[src/rtl/rbk_pkg.sv]
package rbk_pkg;
  typedef struct packed {
    logic qual;       // read qualified this cycle
    logic start;      // qualify condition just became true
    logic busy;       // programming in progress this cycle
    logic busy_rise;  // programming began this cycle
  } rbk_evt_t;

  function automatic int stat_inv_bit(input int data_w);
    return data_w - 1;
  endfunction

  function automatic int stat_tog_bit(input int data_w);
    return data_w - 2;
  endfunction
endpackage

[src/rtl/rbk_rst_sync.sv]
module rbk_rst_sync #(
  parameter int STAGES = 2
) (
  input  logic clk,
  input  logic rst_n_in,
  output logic rst_n_out
);
  logic [STAGES-1:0] sync_q;
  logic [STAGES-1:0] sync_d;

  always_comb sync_d = {sync_q[STAGES-2:0], 1'b1};

  always_ff @(posedge clk or negedge rst_n_in) begin
    if (!rst_n_in) sync_q <= '0;
    else           sync_q <= sync_d;
  end

  assign rst_n_out = sync_q[STAGES-1];
endmodule

[src/rtl/rbk_access_detect.sv]
module rbk_access_detect
  import rbk_pkg::*;
(
  input  logic     clk,
  input  logic     rst_n,
  input  logic     ce_n,
  input  logic     oe_n,
  input  logic     we_n,
  input  logic     busy,
  output rbk_evt_t evt
);
  logic qual_c;
  logic qual_q, qual_d;
  logic busy_q, busy_d;

  always_comb begin
    qual_c        = ~ce_n & ~oe_n & we_n;
    qual_d        = qual_c;
    busy_d        = busy;
    evt.qual      = qual_c;
    evt.start     = qual_c & ~qual_q;
    evt.busy      = busy;
    evt.busy_rise = busy & ~busy_q;
  end

  always_ff @(posedge clk or negedge rst_n) begin
    if (!rst_n) begin
      qual_q <= 1'b0;
      busy_q <= 1'b0;
    end else begin
      qual_q <= qual_d;
      busy_q <= busy_d;
    end
  end
endmodule

[src/rtl/rbk_toggle_track.sv]
module rbk_toggle_track
  import rbk_pkg::*;
(
  input  logic     clk,
  input  logic     rst_n,
  input  rbk_evt_t evt,
  output logic     tog_shown
);
  logic tog_q, tog_d, tog_en;
  logic held_q, held_d, held_en;
  logic tog_base;
  logic busy_start;

  always_comb begin
    busy_start = evt.start & evt.busy;
    tog_base   = evt.busy_rise ? 1'b0 : tog_q;
    tog_en     = busy_start | evt.busy_rise;
    tog_d      = busy_start ? ~tog_base : 1'b0;
    held_en    = busy_start;
    held_d     = tog_base;
    tog_shown  = busy_start ? tog_base : held_q;
  end

  always_ff @(posedge clk or negedge rst_n) begin
    if (!rst_n) begin
      tog_q  <= 1'b0;
      held_q <= 1'b0;
    end else begin
      if (tog_en)  tog_q  <= tog_d;
      if (held_en) held_q <= held_d;
    end
  end
endmodule

[src/rtl/rbk_out_stage.sv]
module rbk_out_stage
  import rbk_pkg::*;
#(
  parameter int DATA_W = 8
) (
  input  logic              clk,
  input  logic              rst_n,
  input  rbk_evt_t          evt,
  input  logic              tog_shown,
  input  logic [DATA_W-1:0] last_byte,
  input  logic [DATA_W-1:0] arr_rdata,
  output logic [DATA_W-1:0] dout,
  output logic              dout_oe
);
  localparam int INV_B = stat_inv_bit(DATA_W);
  localparam int TOG_B = stat_tog_bit(DATA_W);

  logic [DATA_W-1:0] stat_word;
  logic [DATA_W-1:0] dout_d;
  logic              oe_d;
  logic              dout_en;

  for (genvar b = 0; b < DATA_W; b++) begin : g_lane
    if (b == INV_B) begin : g_inv
      assign stat_word[b] = ~last_byte[b];
    end else if (b == TOG_B) begin : g_tog
      assign stat_word[b] = tog_shown;
    end else begin : g_pass
      assign stat_word[b] = last_byte[b];
    end
  end

  always_comb begin
    oe_d    = evt.qual;
    dout_en = evt.qual | dout_oe;
    if (!evt.qual)    dout_d = '0;
    else if (evt.busy) dout_d = stat_word;
    else              dout_d = arr_rdata;
  end

  always_ff @(posedge clk or negedge rst_n) begin
    if (!rst_n) begin
      dout    <= '0;
      dout_oe <= 1'b0;
    end else begin
      if (dout_en) dout <= dout_d;
      dout_oe <= oe_d;
    end
  end
endmodule

[src/rtl/rbk_status_readback.sv]
module rbk_status_readback
  import rbk_pkg::*;
#(
  parameter int DATA_W = 8,
  parameter int ADDR_W = 15
) (
  input  logic              clk,
  input  logic              rst_n,
  input  logic              ce_n,
  input  logic              oe_n,
  input  logic              we_n,
  input  logic [ADDR_W-1:0] addr,
  input  logic              busy,
  input  logic [DATA_W-1:0] last_byte,
  input  logic [DATA_W-1:0] arr_rdata,
  output logic [ADDR_W-1:0] arr_addr,
  output logic              arr_rd_en,
  output logic [DATA_W-1:0] dout,
  output logic              dout_oe
);
  logic     rst_n_s;
  rbk_evt_t evt;
  logic     tog_shown;

  rbk_rst_sync #(.STAGES(2)) u_rst (
    .clk       (clk),
    .rst_n_in  (rst_n),
    .rst_n_out (rst_n_s)
  );

  rbk_access_detect u_det (
    .clk   (clk),
    .rst_n (rst_n_s),
    .ce_n  (ce_n),
    .oe_n  (oe_n),
    .we_n  (we_n),
    .busy  (busy),
    .evt   (evt)
  );

  rbk_toggle_track u_tog (
    .clk       (clk),
    .rst_n     (rst_n_s),
    .evt       (evt),
    .tog_shown (tog_shown)
  );

  rbk_out_stage #(.DATA_W(DATA_W)) u_out (
    .clk       (clk),
    .rst_n     (rst_n_s),
    .evt       (evt),
    .tog_shown (tog_shown),
    .last_byte (last_byte),
    .arr_rdata (arr_rdata),
    .dout      (dout),
    .dout_oe   (dout_oe)
  );

  assign arr_addr  = addr;
  assign arr_rd_en = evt.qual & ~evt.busy;
endmodule

[config.mk]
export PLATFORM = sky130hd
export DESIGN_NAME = rbk_status_readback
export DESIGN_NICKNAME = d
export VERILOG_FILES = /design/src/rtl/rbk_pkg.sv /design/src/rtl/rbk_rst_sync.sv /design/src/rtl/rbk_access_detect.sv /design/src/rtl/rbk_toggle_track.sv /design/src/rtl/rbk_out_stage.sv /design/src/rtl/rbk_status_readback.sv
export SDC_FILE = /design/constraint.sdc
export NUM_CORES = 1
export LEC_CHECK = 0
export BUFFER_PORTS_ARGS = -buffer_cell sky130_fd_sc_hd__clkbuf_2
export CAP_MARGIN = 20
export CORE_UTILIZATION = 41
export CTS_CLUSTER_SIZE = 12
export DETAILED_ROUTE_END_ITERATION = 8
export GPL_ROUTABILITY_DRIVEN = 0
export PLACE_DENSITY = 0.83
export SKIP_CTS_REPAIR_TIMING = 1
export SLEW_MARGIN = 30
export SYNTH_ARGS = -nofsm -noshare
export SYNTH_HDL_FRONTEND = slang
export SYNTH_HIERARCHICAL = 1
export SYNTH_SLANG_ARGS = --single-unit
export TNS_END_PERCENT = 50
[constraint.sdc]
create_clock -name clk -period 1.2 [get_ports clk]
set_clock_uncertainty 0.05 [all_clocks]
set_input_delay 0.18 -clock clk [delete_from_list [all_inputs] [get_ports clk]]
set_output_delay 0.18 -clock clk [all_outputs]
set_load 0.01 [all_outputs]
==> results.tsv, run 1 <==
stage	metric	value	unit
finish	most frequent cells in the layout	clkbuf_2, dfrtp_1, mux2_4	
placement	PortBufs	30	
sta	post-route setup slack	-0.391	ns
route	final wirelength	1.37	mm
critical_path	slowest CP cell	dfrtp_1	
finish	layout cells sized above 1	62.2	%
floorplan	num rows	15	
route	Antenna Nets Post-Route	0	
critical_path	crit end category	flip-flop	
finish	most common cell after layout, fill and taps aside	clkbuf_2	
logic_synthesis	Synth cell types	17	
global_route	initial antenna violation count	0	
cts	H-tree level count	1	
sta	RSZ-0062 raised after global routing	yes	
route	via count	498	
cts	clock buffer depth	2	
logic_synthesis	Syn Inst Count	61	
pwr	Peak VDD IR	0.000469	V
sta	Max Clock Freq	629	MHz
route	Avg WL per Cell	12.8	um
global_route	GRT overflow	0	
floorplan	die area	0.00213	mm^2
global_route	vias in the first global route	502	
global_route	global-route wire length before repair	2.03	mm
route	DRC Markers	0	
critical_path	family with the most delay on the worst path	multiplexers	
critical_path	WP data arrival	1.71	ns
cts	# clock sinks	15	
cts	Clock Latency Late Sink	0.28	ns
critical_path	worst stage delay on the critical path	0.38	ns
logic_synthesis	number of synthesized register bits	15	
sta	Final Hold Vio Count	0	
cts	CTS buffer count	3	
route	Initial DRC Count	4	
global_route	gr usage total	13.8	%
logic_synthesis	Synth warnings	6	
logic_synthesis	syn nets	98	
critical_path	most used cell, CP	mux2_4	
hold_path	Min-Delay Path Class	reg2async	
cts	clk slew on worst S/H paths	0.09	ns
route	drt first pass iters	4	
run	Max-cap violations	0	
floorplan	core footprint	0.00178	mm^2
status	outcome	finished, violations left	
placement	dpl hpwl	1.07	mm
pwr	Leak	0.488	nW
floorplan	die height	46.2	um
sta	Worst Tran Pin Value	0.510	ns
critical_path	CP Class	reg2reg	
critical_path	CP bufs+invs	0	
pwr	Pwr Total	1.09	mW
finish	nets	120	
critical_path	Worst Path Required	1.32	ns
critical_path	crit start category	flip-flop	
finish	Diodes inserted	0	
floorplan	Initial Util	44.8	%
logic_synthesis	sequential share of the synthesized area	46.9	%
logic_synthesis	Mapped Avg Cell Area	13.1	um^2
sta	# setup viols final	1	
cts	root buffer cell	clkbuf_4	
route	DR vias/cell	4.65	
sta	Max Slew Vio Count	0	
global_route	largest net degree at the start of global routing	14	
sta	final clock period utilization by the worst path	133	%
finish	Fillers	156	
critical_path	crit-path cells	nor4b_2 > nand2_1 > mux2_4 > mux2_4 > a22o_1	
critical_path	CP Max Fanout	2	
sta	fin crit period	1.59	ns
cts	CTS tree	done	
sta	relative slew slack	66.0	%
status	failing checks	setup timing	
pwr	Pwr Density	1200	mW/mm^2
floorplan	Die X	46.2	um
logic_synthesis	Mapped Area	800	um^2
placement	Post-Place Setup Slack	-0.457	ns
floorplan	IO Pins	62	
finish	register area	375	um^2
finish	area of the multi-input gates	280	um^2
finish	Layout area overhead	14.1	%
-- registers in the layout, indices dropped and copies added, names as in the netlist --
register and count:
u_rst/sync_q 2, u_tog/held_q 1, u_det/busy_q 1, u_out/dout_oe 1, u_tog/tog_q 1, u_det/qual_q 1
u_out/dout 8
-- final cells by class --
type	count	share of cell area, %
flip-flops and latches	15	41.2
multi-input cells	27	30.7
repair buffers	36	21.7
well taps	25	3.43
clock buffers	3	2.47
clock inverters	1	0.549
-- layer usage --
layer  global-route usage [%]  part of all wire [%]  up-vias
li1                         -                     -      233
met1                     13.7                    40      238
met2                     24.8                    52       23
met3                     3.92                   6.6        4
met4                     8.82                   1.2        0
met5                        0                     0        -
-- cell usage after synthesis --
cell type,count,share of area (%)
a22o_1,7,7.7
a32o_1,1,1.3
buf_2,1,0.63
buf_4,17,16
buf_6,1,1.4
conb_1,1,0.47
dfrtp_1,15,47
mux2_4,8,15
nand2_1,2,0.94
nor2_4,1,1.4
nor2b_1,1,0.78
nor2b_2,1,1.1
nor2b_4,1,1.7
nor3b_1,1,0.94
nor4b_2,1,1.9
or2_1,1,0.78
xnor2_1,1,1.1
-- worst paths after layout --
| path | depth (start not counted) | slack (ns) | startpoint | to |
|---|---|---|---|---|
| worst max-delay path | 5 | -0.39 | u_det/qual_q | u_out/dout[6] |
| worst min register to register | 0 | 0.16 | u_rst/sync_q[1] | u_det/busy_q |
| max in group asynchronous | 0 | 0.60 | u_rst/sync_q[1] | u_out/dout_oe |
| worst max register to register | 5 | -0.39 | u_det/qual_q | u_out/dout[6] |
| worst min-delay path | 0 | 0.16 | u_rst/sync_q[1] | u_det/busy_q |
| min in group clk | 3 | 0.18 | last_byte[7] | u_out/dout[7] |
-- power by group --
| part | total (mW) | leakage [nW] | switching (mW) | internal, mW |
|---|---|---|---|---|
| Clock | 0.276 | 0.0177 | 0.152 | 0.124 |
| Combinational | 0.225 | 0.277 | 0.0885 | 0.136 |
| Sequential | 0.590 | 0.193 | 0.0333 | 0.557 |
| Total | 1.09 | 0.488 | 0.274 | 0.817 |
-- per-stage QoR --
| stage | util [%] | instances | hold WS, ns | instance area [um^2] | TNS, ns |
|---|---|---|---|---|---|
| 2_1_floorplan | - | 61 | -0.166 | 800 | -0.391 |
| 3_3_place_gp | 48.6 | 101 | -0.0848 | 867 | -0.409 |
| 3_5_place_dp | 48.6 | 101 | -0.0740 | 867 | -0.487 |
| 4_1_cts | 50.2 | 105 | -0.386 | 895 | -0.508 |
| 5_1_grt | 51.2 | 107 | 0.179 | 912 | -0.494 |
| 6_report | 51.2 | 107 | 0.157 | 912 | -0.391 |
-- kinds of logic (layout without fill, tap and decap cells) --
kind of cell	count (synthesis)	count (layout)	synth area share [%]
xor gates and xnor gates	1	1	1.10
DFF	15	15	46.9
buffers and inverters	19	40	18.0
AOI/OAI and AO/OA	8	8	8.92
and+or+nand+nor	9	9	9.55
muxes	8	8	15.0
other	1	1	0.469
-- worst reg2reg max path, stage by stage (launching register included) --
cell and delay [ns]:
dfrtp_1 0.38, nor4b_2 0.20, nand2_1 0.11, mux2_4 0.31, mux2_4 0.25, a22o_1 0.18
(Power assumes the default switching activity.)
==> inputs of run 2 (changes only) <==
--- a/config.mk
+++ b/config.mk
@@ -5,13 +5,12 @@
 export SDC_FILE = /design/constraint.sdc
 export NUM_CORES = 1
 export LEC_CHECK = 0
-export BUFFER_PORTS_ARGS = -buffer_cell sky130_fd_sc_hd__clkbuf_2
 export CAP_MARGIN = 20
 export CORE_UTILIZATION = 41
 export CTS_CLUSTER_SIZE = 12
 export DETAILED_ROUTE_END_ITERATION = 8
+export DONT_BUFFER_PORTS = 1
 export GPL_ROUTABILITY_DRIVEN = 0
-export PLACE_DENSITY = 0.83
 export SKIP_CTS_REPAIR_TIMING = 1
 export SLEW_MARGIN = 30
 export SYNTH_ARGS = -nofsm -noshare
==> run 2 against run 1 <==
Net effect:
- the run still ends with setup timing left
- sequential share of layout area increased by 8.0 points
- clock power about the same
- global-route usage decreased by 1.5 points
- die area unchanged
- fmax decreased by 1.5%
- critical path depth unchanged
- critical endpoint unchanged
- sequential power increased by 3.7%
- via count decreased by 22%
- setup slack got worse by 0.024 ns
- core utilization decreased by 8.4 points
- first-iteration DRC count decreased by 75%
- cell count decreased by 29%
==> results.tsv, run 2 (same netlist as run 1, synthesis figures left out) <==
stage	metric	value	unit
status	outcome	finished, violations left	
status	failing checks	setup timing	
placement	Placed Area	709	um^2
cts	clock buffer depth	2	
finish	nets	89	
critical_path	Worst R2R End	u_out/dout[6]	
critical_path	Worst Path Required	1.33	ns
sta	Min Hold Slack	0.0830	ns
cts	# clock sinks	15	
floorplan	die area	0.00213	mm^2
finish	biggest regs	u_out/dout: 8 flops, u_rst/sync_q: 2 flops	
finish	layout cells sized above 1	37.3	%
critical_path	worst reg-to-reg path cell count	5	
cts	CTS buffer count	3	
finish	fin cells	76	
placement	Post-Place Setup Slack	-0.419	ns
floorplan	IO Pins	62	
sta	fin crit period	1.62	ns
global_route	gr usage total	12.3	%
critical_path	WP data arrival	1.74	ns
critical_path	crit start category	flip-flop	
sta	setup TNS	-0.415	ns
cts	CTS tree	done	
critical_path	CP Class	reg2reg	
route	drt first pass iters	4	
route	via count	390	
cts	root buffer cell	clkbuf_4	
finish	Fillers	175	
cts	Clock Latency Late Sink	0.27	ns
pwr	Leak	0.360	nW
sta	Max Clock Freq	619	MHz
floorplan	num rows	15	
floorplan	Die X	46.2	um
global_route	GRT overflow	0	
finish	Final Instance Area	763	um^2
route	Initial DRC Count	1	
route	DRC Markers	0	
pwr	Peak VDD IR	0.000632	V
global_route	largest net degree at the start of global routing	14	
hold_path	Min-Delay Path Class	in2async	
sta	Max Slew Vio Count	0	
route	Avg WL per Cell	15.9	um
pwr	Pwr Density	1330	mW/mm^2
finish	Largest Register	u_out/dout	
finish	most common cell after layout, fill and taps aside	dfrtp_1	
floorplan	core footprint	0.00178	mm^2
cts	clk slew on worst S/H paths	0.09	ns
critical_path	CP Max Fanout	2	
critical_path	reg2reg setup slack	-0.42	ns
sta	post-route setup slack	-0.415	ns
global_route	vias in the first global route	366	
finish	Layout area overhead	-4.54	%
floorplan	die height	46.2	um
route	Antenna Nets Post-Route	0	
sta	final clock period utilization by the worst path	135	%
critical_path	worst reg2reg path startpoint	u_det/qual_q	
placement	dpl hpwl	873	um
critical_path	crit end category	flip-flop	
finish	Diodes inserted	0	
floorplan	Initial Util	44.8	%
finish	max reg flops	8	
finish	most frequent cells in the layout	dfrtp_1, mux2_4, a22o_1	
route	DR vias/cell	5.13	
cts	H-tree level count	1	
sta	RSZ-0062 raised after global routing	yes	
placement	placed cells	70	
run	Max-cap violations	0	
global_route	initial antenna violation count	0	
placement	PortBufs	0	
route	final wirelength	1.21	mm
global_route	global-route wire length before repair	1.71	mm
sta	Final Hold Vio Count	0	
sta	# setup viols final	1	
[run 2: cell types whose count changed in the layout (fill, tap and decap cells not counted), sizes merged]
cell         change
clkbuf          -29
dlygate4sd3      +1
buf              -2
clkinv           -1
[run 2: per-stage QoR]
step | power [mW] | util [%]
6_report | 1.02 | 42.8
3_5_place_dp | 0.747 | 39.8
3_3_place_gp | 0.743 | 39.8
4_1_cts | 1.03 | 41.3
5_1_grt | 1.08 | 42.8
2_1_floorplan | 0.781 | -
[run 2: cell type report]
type                            count  area, um^2  area share (%)
Multi-Input combinational cell     27         288            37.7
Clock buffer                        4        26.3            3.44
Timing Repair Buffer                5        42.5            5.57
Tap cell                           25        31.3            4.10
Sequential cell                    15         375            49.2
[run 2: worst max-delay path: stages (launching register included)]
cell     delay (ns)
dfrtp_1        0.38
nor4b_2        0.24
nand2_1        0.12
mux2_4         0.31
mux2_4         0.25
a22o_1         0.17
[run 2: how the worst max path moves through the flow]
stage / end / start / cells past startpoint
6_report: u_out/dout[6] / u_det/qual_q / 5
5_1_grt: u_out/dout[6] / u_det/qual_q / 5
4_1_cts: u_out/dout[6] / u_det/qual_q / 5
3_5_place_dp: u_out/dout[6] / u_det/qual_q / 5
3_3_place_gp: u_out/dout[6] / u_det/qual_q / 5
2_1_floorplan: u_out/dout[6] / u_det/qual_q / 5
[run 2: per-layer routing]
metal	track usage, %	vias up	share of wire, %
met1	12.3	189	37
li1	-	174	-
met4	5.29	0	2.0
met2	20.3	21	53
met5	0	-	0
met3	7.45	6	8.4
[run 2: power by group]
group / leakage [nW] / internal, mW / switching (mW)
combinational: 0.152 / 0.0914 / 0.0386
clock: 0.0150 / 0.129 / 0.146
sequential: 0.193 / 0.557 / 0.0552
==> inputs of run 3 (changes only) <==
--- a/config.mk
+++ b/config.mk
@@ -6,11 +6,15 @@
 export NUM_CORES = 1
 export LEC_CHECK = 0
 export CAP_MARGIN = 20
-export CORE_UTILIZATION = 41
+export CELL_PAD_IN_SITES_DETAIL_PLACEMENT = 1
+export CELL_PAD_IN_SITES_GLOBAL_PLACEMENT = 2
+export CORE_MARGIN = 2
+export CORE_UTILIZATION = 36
 export CTS_CLUSTER_SIZE = 12
 export DETAILED_ROUTE_END_ITERATION = 8
 export DONT_BUFFER_PORTS = 1
 export GPL_ROUTABILITY_DRIVEN = 0
+export PLACE_DENSITY_LB_ADDON = 0.1
 export SKIP_CTS_REPAIR_TIMING = 1
 export SLEW_MARGIN = 30
 export SYNTH_ARGS = -nofsm -noshare
==> run 3 against run 2 <==
Net effect:
- the flow still finishes with violations (setup timing)
- combinational power about the same
- sequential share of layout area is 0.79 points lower
- first-iteration DRC count grew to 8.0 times the previous value
- flip-flop and latch count stayed put
- critical path type unchanged
- critical endpoint unchanged
- largest power group unchanged
==> results.tsv, run 3 (same netlist as run 1, synthesis figures left out) <==
stage	metric	value	unit
finish	Layout area overhead	-2.97	%
pwr	Leak	0.363	nW
cts	root buffer cell	clkbuf_4	
status	failing checks	setup timing	
cts	Clock Latency Late Sink	0.28	ns
sta	setup TNS	-0.466	ns
finish	fin cells	80	
hold_path	Min-Delay Path Class	in2async	
cts	CTS buffer count	3	
cts	H-tree level count	1	
sta	fin crit period	1.64	ns
global_route	global-route wire length before repair	2.16	mm
finish	max reg flops	8	
finish	layout cells sized above 1	38.5	%
sta	RSZ-0062 raised after global routing	yes	
critical_path	CP Max Fanout	2	
finish	most frequent cells in the layout	dfrtp_1, mux2_4, a22o_1	
cts	clock buffer depth	2	
floorplan	num rows	17	
cts	clk slew on worst S/H paths	0.09	ns
critical_path	most used cell, CP	mux2_4	
critical_path	family with the most delay on the worst path	multiplexers	
critical_path	WP data arrival	1.77	ns
global_route	vias in the first global route	448	
route	DR vias/cell	4.94	
finish	biggest regs	u_out/dout: 8 flops, u_rst/sync_q: 2 flops	
global_route	GRT overflow	0	
finish	most common cell after layout, fill and taps aside	dfrtp_1	
route	via count	395	
placement	PortBufs	0	
critical_path	crit end category	flip-flop	
critical_path	worst stage delay on the critical path	0.38	ns
cts	# clock sinks	15	
floorplan	IO Pins	62	
critical_path	slowest CP cell	dfrtp_1	
sta	# setup viols final	2	
global_route	largest net degree at the start of global routing	14	
route	DRC Markers	0	
finish	Final Instance Area	776	um^2
global_route	gr usage total	11.3	%
floorplan	die area	0.00261	mm^2
floorplan	Initial Util	37.2	%
route	routed wire length on met2	710	um
cts	CTS tree	done	
floorplan	core footprint	0.00215	mm^2
route	Avg WL per Cell	17.4	um
pwr	Pwr Density	1320	mW/mm^2
critical_path	crit start category	flip-flop	
status	outcome	finished, violations left	
route	uppermost routed layer	met4	
critical_path	crit-path cells	nor4b_2 > nand2_1 > mux2_4 > mux2_4 > a22o_1	
placement	placed cells	72	
critical_path	Worst Path Required	1.33	ns
critical_path	CP Class	reg2reg	
pwr	Pwr Total	1.02	mW
critical_path	CP bufs+invs	0	
floorplan	die height	51.1	um
placement	dpl hpwl	1.06	mm
finish	final core utilization	36.1	%
placement	Placed Area	711	um^2
route	metal3 WL	169	um
finish	Fillers	226	
route	Initial DRC Count	8	
route	final wirelength	1.39	mm
finish	Largest Register	u_out/dout	
pwr	Peak VDD IR	0.000814	V
floorplan	Die X	51.1	um
route	M1 WL	507	um
sta	post-route setup slack	-0.443	ns
sta	Worst Tran Pin Value	0.539	ns
finish	nets	90	
route	drt first pass iters	4	
route	Antenna Nets Post-Route	0	
sta	final clock period utilization by the worst path	137	%
sta	relative slew slack	64.1	%
sta	Final Hold Vio Count	0	
global_route	initial antenna violation count	0	
finish	Diodes inserted	0	
sta	Max Slew Vio Count	0	
run	Max-cap violations	0	
sta	Max Clock Freq	608	MHz
## run 3: routing by layer
layer / up-vias / track usage, %
met3: 2 / 7.89
met5: - / 0
met4: 0 / 1.80
met2: 22 / 19.3
met1: 199 / 11.4
li1: 172 / -
## run 3: area by class of cell
cell class	count	area, um^2	share of cell area [%]
Tap cell	28	35.0	4.52
Timing Repair Buffer	6	52.6	6.77
Clock inverter	1	5.00	0.645
Clock buffer	3	22.5	2.90
Sequential cell	15	375	48.4
Multi-Input combinational cell	27	285	36.8
## run 3: where the power goes
group / switching, mW / internal, mW
sequential: 0.0565 / 0.557
combinational: 0.0392 / 0.0910
clock: 0.157 / 0.123
## run 3: worst reg2reg max path: cells and delay by family (launching register included)
family	cells	cell delay (ns)
muxes	2	0.56
AOI/OAI and AO/OA	1	0.17
DFF	1	0.38
and+or+nand+nor	2	0.37
## run 3: metrics by stage
stage / setup WS [ns] / hold slack, ns
5_1_grt: -0.512 / 0.0569
3_3_place_gp: -0.418 / -0.166
3_5_place_dp: -0.474 / -0.166
4_1_cts: -0.476 / -0.475
2_1_floorplan: -0.391 / -0.166
6_report: -0.443 / 0.0722
## run 3: path summary, 6_finish.rpt
path,startpoint,endpoint,slack [ns],depth (start not counted)
min reg2reg,u_rst/sync_q[1],u_tog/held_q,0.17,0
max reg2reg,u_det/qual_q,u_out/dout[6],-0.44,5
min in group clk,busy,u_out/dout[7],0.08,2
min,rst_n,u_rst/sync_q[0],0.07,1
max in group asynchronous,u_rst/sync_q[1],u_out/dout[7],0.57,0
max,u_det/qual_q,u_out/dout[6],-0.44,5
